[config.mk]
export PLATFORM = sky130hd
export DESIGN_NAME = multiword_loader
export DESIGN_NICKNAME = d
export VERILOG_FILES = /design/src/rtl/mwl_pkg.sv /design/src/rtl/mwl_addr_unit.sv /design/src/rtl/mwl_index_counter.sv /design/src/rtl/mwl_word_buffer.sv /design/src/rtl/mwl_control.sv /design/src/rtl/multiword_loader.sv
export SDC_FILE = /design/constraint.sdc
export NUM_CORES = 1
export LEC_CHECK = 0
export BUFFER_PORTS_ARGS = -buffer_cell sky130_fd_sc_hd__clkbuf_2
export CORE_ASPECT_RATIO = 1.2
export CORE_MARGIN = 3
export CORE_UTILIZATION = 35
export DETAILED_ROUTE_END_ITERATION = 8
export HOLD_SLACK_MARGIN = 0.02
export PLACE_DENSITY = 0.69
export SLEW_MARGIN = 20
export SYNTH_ARGS = -nofsm -noshare
export SYNTH_HDL_FRONTEND = slang
export SYNTH_SLANG_ARGS = --single-unit
export TNS_END_PERCENT = 10
[constraint.sdc]
create_clock -name clk -period 5.81 [get_ports clk]
set_clock_uncertainty 0.15 [all_clocks]
set_input_delay 0 -clock clk [delete_from_list [all_inputs] [get_ports clk]]
set_output_delay 0 -clock clk [all_outputs]
set_load 0.05 [all_outputs]
[src/rtl/mwl_pkg.sv]
package mwl_pkg;

  typedef enum logic [2:0] {
    MWL_IDLE  = 3'd0,
    MWL_ISSUE = 3'd1,
    MWL_AWAIT = 3'd2,
    MWL_WRITE = 3'd3,
    MWL_FIN   = 3'd4
  } mwl_state_t;

endpackage

[src/rtl/mwl_addr_unit.sv]
module mwl_addr_unit #(
  parameter int ADDR_W = 64,
  parameter int DISP_W = 16,
  parameter int IDX_W  = 5,
  parameter int STEP   = 4
) (
  input  logic              clk,
  input  logic              rst_n,
  input  logic              load,
  input  logic              advance,
  input  logic [IDX_W-1:0]  base_idx,
  input  logic [ADDR_W-1:0] base_val,
  input  logic [DISP_W-1:0] disp,
  output logic [ADDR_W-1:0] addr
);
  localparam int EXT_W = ADDR_W - DISP_W;

  logic [ADDR_W-1:0] base_eff;
  logic [ADDR_W-1:0] disp_ext;
  logic [ADDR_W-1:0] first_addr;
  logic [ADDR_W-1:0] addr_q;

  // base register number zero stands for a literal zero base
  assign base_eff   = (base_idx == '0) ? '0 : base_val;
  assign disp_ext   = {{EXT_W{disp[DISP_W-1]}}, disp};
  assign first_addr = base_eff + disp_ext;

  always_ff @(posedge clk) begin
    if (!rst_n)       addr_q <= '0;
    else if (load)    addr_q <= first_addr;
    else if (advance) addr_q <= addr_q + ADDR_W'(STEP);
  end

  assign addr = addr_q;
endmodule

[src/rtl/mwl_index_counter.sv]
module mwl_index_counter #(
  parameter int NREG  = 32,
  parameter int IDX_W = 5
) (
  input  logic             clk,
  input  logic             rst_n,
  input  logic             load,
  input  logic             advance,
  input  logic [IDX_W-1:0] first_idx,
  output logic [IDX_W-1:0] idx,
  output logic             at_last
);
  localparam logic [IDX_W-1:0] LAST_IDX = IDX_W'(NREG - 1);

  logic [IDX_W-1:0] idx_q;

  always_ff @(posedge clk) begin
    if (!rst_n)       idx_q <= '0;
    else if (load)    idx_q <= first_idx;
    else if (advance) idx_q <= idx_q + 1'b1;
  end

  assign idx     = idx_q;
  assign at_last = (idx_q == LAST_IDX);
endmodule

[src/rtl/mwl_word_buffer.sv]
module mwl_word_buffer #(
  parameter int WORD_W = 32,
  parameter int REG_W  = 64
) (
  input  logic              clk,
  input  logic              rst_n,
  input  logic              capture,
  input  logic [WORD_W-1:0] word_in,
  output logic [REG_W-1:0]  reg_out
);
  localparam int PAD_W = REG_W - WORD_W;

  logic [WORD_W-1:0] word_q;

  always_ff @(posedge clk) begin
    if (!rst_n)       word_q <= '0;
    else if (capture) word_q <= word_in;
  end

  // upper bits are filled with zeros, never with the word's top bit
  assign reg_out = {{PAD_W{1'b0}}, word_q};
endmodule

[src/rtl/mwl_control.sv]
module mwl_control
  import mwl_pkg::*;
(
  input  logic clk,
  input  logic rst_n,
  input  logic start,
  input  logic req_ready,
  input  logic rsp_valid,
  input  logic at_last,
  output logic load,
  output logic advance,
  output logic capture,
  output logic req_valid,
  output logic rsp_ready,
  output logic wr_en,
  output logic busy,
  output logic done
);
  mwl_state_t state_q, state_d;

  always_ff @(posedge clk) begin
    if (!rst_n) state_q <= MWL_IDLE;
    else        state_q <= state_d;
  end

  always_comb begin
    state_d = state_q;
    load    = 1'b0;
    advance = 1'b0;
    capture = 1'b0;
    unique case (state_q)
      MWL_IDLE: begin
        if (start) begin
          load    = 1'b1;
          state_d = MWL_ISSUE;
        end
      end
      MWL_ISSUE: begin
        if (req_ready) state_d = MWL_AWAIT;
      end
      MWL_AWAIT: begin
        if (rsp_valid) begin
          capture = 1'b1;
          state_d = MWL_WRITE;
        end
      end
      MWL_WRITE: begin
        if (at_last) begin
          state_d = MWL_FIN;
        end else begin
          advance = 1'b1;
          state_d = MWL_ISSUE;
        end
      end
      MWL_FIN:  state_d = MWL_IDLE;
      default:  state_d = MWL_IDLE;
    endcase
  end

  assign req_valid = (state_q == MWL_ISSUE);
  assign rsp_ready = (state_q == MWL_AWAIT);
  assign wr_en     = (state_q == MWL_WRITE);
  assign done      = (state_q == MWL_FIN);
  assign busy      = (state_q != MWL_IDLE);
endmodule

[src/rtl/multiword_loader.sv]
module multiword_loader #(
  parameter int NREG   = 32,
  parameter int REG_W  = 64,
  parameter int WORD_W = 32,
  parameter int DISP_W = 16,
  parameter int IDX_W  = $clog2(NREG)
) (
  input  logic              clk,
  input  logic              rst_n,
  input  logic              start,
  input  logic [IDX_W-1:0]  start_idx,
  input  logic [IDX_W-1:0]  base_idx,
  input  logic [REG_W-1:0]  base_val,
  input  logic [DISP_W-1:0] disp,
  output logic              busy,
  output logic              done,
  output logic              mem_req_valid,
  input  logic              mem_req_ready,
  output logic [REG_W-1:0]  mem_req_addr,
  input  logic              mem_rsp_valid,
  output logic              mem_rsp_ready,
  input  logic [WORD_W-1:0] mem_rsp_data,
  output logic              rf_we,
  output logic [IDX_W-1:0]  rf_idx,
  output logic [REG_W-1:0]  rf_data
);
  localparam int WORD_BYTES = WORD_W / 8;

  logic load, advance, capture, at_last;

  mwl_control u_ctrl (
    .clk       (clk),
    .rst_n     (rst_n),
    .start     (start),
    .req_ready (mem_req_ready),
    .rsp_valid (mem_rsp_valid),
    .at_last   (at_last),
    .load      (load),
    .advance   (advance),
    .capture   (capture),
    .req_valid (mem_req_valid),
    .rsp_ready (mem_rsp_ready),
    .wr_en     (rf_we),
    .busy      (busy),
    .done      (done)
  );

  mwl_addr_unit #(
    .ADDR_W (REG_W),
    .DISP_W (DISP_W),
    .IDX_W  (IDX_W),
    .STEP   (WORD_BYTES)
  ) u_addr (
    .clk      (clk),
    .rst_n    (rst_n),
    .load     (load),
    .advance  (advance),
    .base_idx (base_idx),
    .base_val (base_val),
    .disp     (disp),
    .addr     (mem_req_addr)
  );

  mwl_index_counter #(
    .NREG  (NREG),
    .IDX_W (IDX_W)
  ) u_idx (
    .clk       (clk),
    .rst_n     (rst_n),
    .load      (load),
    .advance   (advance),
    .first_idx (start_idx),
    .idx       (rf_idx),
    .at_last   (at_last)
  );

  mwl_word_buffer #(
    .WORD_W (WORD_W),
    .REG_W  (REG_W)
  ) u_buf (
    .clk     (clk),
    .rst_n   (rst_n),
    .capture (capture),
    .word_in (mem_rsp_data),
    .reg_out (rf_data)
  );
endmodule

==> results by group <==
CTS
  – Clock root cell: clkbuf_16
  – Clock latency on the worst-skew pair: 350 ps
  – Clock transition at path regs: 70 ps
  – Num CTS Buffers: 9
  – CTS H-Tree Depth: 3
  – Max clock buf depth: 2
  – CTS tree: done
  – CTS sink count: 104
  – Post-cts sizing count: 0

Synth
  – Yosys top cell area share: 22.8%
  – Netlist cell types: 74
  – Post-synthesis register bit count: 104
  – YS warnings: 0
  – Top-count cell post-synth: nand2_1
  – Top cells by count, synth: 146 x nand2_1, 134 x a21oi_1, 104 x dfxtp_1
  – Ys async rst share: 0%
  – Area leader, netlist: dfxtp_1
  – Top cells by area, synth: dfxtp_1 23%, ha_1 9.0%, a21oi_1 7.3%
  – Sequential share of the synthesized area: 22.8%
  – Post-synthesis average cell area: 7.40 um^2
  – Mapped cell area: 9150 um^2
  – Top FF cell, synth: dfxtp_1
  – EDFF count, synth: 0
  – Post-Syn Instances: 1236

Floorplanning
  – Initial Utilization: 35.7%
  – Die Footprint: 28100 um^2
  – FP Rows: 64
  – DIE WIDTH: 154 um
  – IO Pins: 265
  – Core area: 25600 um^2
  – Die Y: 183 um

Place
  – Post-Place Worst Slack: 1160 ps
  – DP HPWL: 23.6 mm
  – Buffers added on ports: 232
  – Gpl congestion: 0.935

Worst setup path
  – CP dominant cell by count: a21oi_1
  – Crit Path Category: primary input to flop
  – Critical Path AT: 4310 ps
  – Crit path max fanout: 27
  – Worst Path Required: 5870 ps
  – CP max stage cell: or4_1
  – R2R cell count: 12
  – Critical Path End Type: flop
  – Biggest cell delay along the critical path: 600 ps
  – Reg2reg setup slack: 2140 ps
  – Worst Setup Start Kind: primary input
  – CP Cell Sequence: clkbuf_2 -> or4_1 -> nor2_4 -> buf_4 -> nor2b_1 -> ha_1 -> a21oi_1 -> o21ai_0 -> or3_1 -> o211a_1 -> o31ai_2 -> a31oi_1 -> a21oi_1 -> o31ai_1 -> xnor2_1 -> o22ai_1

Timing
  – Final worst path period need: 4250 ps
  – Unrepaired setup endpoints after global routing: no
  – Final WS setup: 1560 ps
  – Hold WS: 43.3 ps
  – Total negative slack: 0 ps
  – Fmax: 235 MHz
  – Max Slew Vio Count: 0
  – Tightest Pin Transition: 1050 ps
  – Worst rel slew slack: 29.7%
  – Setup violations, final: 0
  – Hold Vio Cnt, Final: 0
  – Final period util: 73.1%

Drt
  – Vias: 9704
  – TritonRoute pass-1 iters: 5
  – Residual DRC: 0
  – Drt via density: 5.39
  – Final WL: 30.0 mm
  – Wire per inst: 16.6 um
  – Antenna Nets Post-Route: 0
  – First DRT Iteration DRCs: 766

Finish
  – Layout cells sized above 1: 19.3%
  – Nets: 1659
  – # diodes: 0
  – P&R area growth vs syn: 21.8%

GRT
  – GR Overflow Total: 0
  – Initial antenna violation count: 0
  – Pin count of the biggest net entering global routing: 50
  – First-pass GRT wire length: 47.0 mm
  – Number of global-route vias before repair: 9089
  – Gr usage total: 20.2%

Power and ir drop
  – VDD IR max: 0.000116 V
  – Final Power: 2.57 mW
  – Power Density: 230 nW/um^2
  – Lkg Pwr: 4.96 nW

Hold path
  – Worst hold stages: 4
  – Hold Crit Class: primary input to flop

Job
  – Max_cap viols: 0

Status
  – Status: completed
state kept, by name (all words and copies together), names as in the netlist:
signal / cells
u_buf.word_q: 32
u_addr.addr: 64
u_idx.idx: 5
u_ctrl.state_q: 3
final timing paths:
| check | startpoint | end |
|---|---|---|
| max | base_idx[0] | u_addr.addr[50]$_SDFFE_PN0P_ |
| min | disp[14] | u_addr.addr[14]$_SDFFE_PN0P_ |
| max reg2reg | u_idx.idx[0]$_SDFFE_PN0P_ | u_addr.addr[48]$_SDFFE_PN0P_ |
| min reg2reg | u_buf.word_q[19]$_SDFFE_PN0P_ | u_buf.word_q[19]$_SDFFE_PN0P_ |
layout by cell type (no fill, tap or decap), types with 43 or more instances in the layout:
| cell | n |
|---|---|
| nor2_1 | 84 |
| clkbuf_2 | 231 |
| dlygate4sd3_1 | 43 |
| a21oi_1 | 134 |
| xnor2_1 | 53 |
| ha_1 | 66 |
| xor2_1 | 50 |
| nand2_1 | 146 |
| o21ai_0 | 46 |
| nor2b_1 | 67 |
| dfxtp_1 | 104 |
through the flow:
step / utilization (%) / area [um^2] / instances
4_1_cts: 43.5 / 11100 / 1799
3_5_place_dp: 40.7 / 10400 / 1741
6_report: 43.5 / 11100 / 1799
2_1_floorplan: - / 9260 / 1267
5_1_grt: 43.5 / 11100 / 1799
3_3_place_gp: 40.7 / 10400 / 1741
worst max-delay path, delay by kind of cell:
| kind | cells | cell delay [ps] |
|---|---|---|
| adder cells (fa/ha/maj) | 1 | 360 |
| AND/OR/NAND/NOR | 4 | 1650 |
| buffers and inverters | 2 | 360 |
| XOR/XNOR | 1 | 260 |
| AO/OA/AOI/OAI | 8 | 1630 |
layout make-up:
cell class                 instances  area, um^2
tap                              330         413
clock inverter                     4        30.0
multi-input combinational       1032        6580
clock buffer                      11         243
timing repair buffer             287        1680
sequential                       104        2080
fill                            2629       14500
inverter                          31         116
layer usage:
metal,routed length [um],global-route usage [%],up-vias
li1,-,-,4825
met1,12400,24.4,4470
met2,14700,36.2,360
met3,2060,3.87,49
met4,804,6.57,0
met5,0,0,-
timing repair:
| item | CTS | global route |
|---|---|---|
| endpoints found under the setup margin | 0 | 0 |
| hold buffers | 43 | 0 |
| setup buffers | 0 | 0 |
| endpoints found under the hold margin | 41 | 0 |
report_power, final:
group          switching, mW  internal [mW]  total (mW)
combinational          0.757          0.371        1.13
sequential            0.0846          0.779       0.864
clock                  0.273          0.302       0.575
cell families (layout without fill, tap and decap cells):
logic type,Yosys count,after routing,synth area share [%]
mux,1,1,0.109
flops,104,104,22.8
fa+ha+maj,67,67,9.25
buf+inv,131,333,6.80
compound gates,366,366,25.8
other cells,1,32,0.0410
simple gates,463,463,25.4
xor+xnor,103,103,9.86
(Power assumes the default switching activity.)
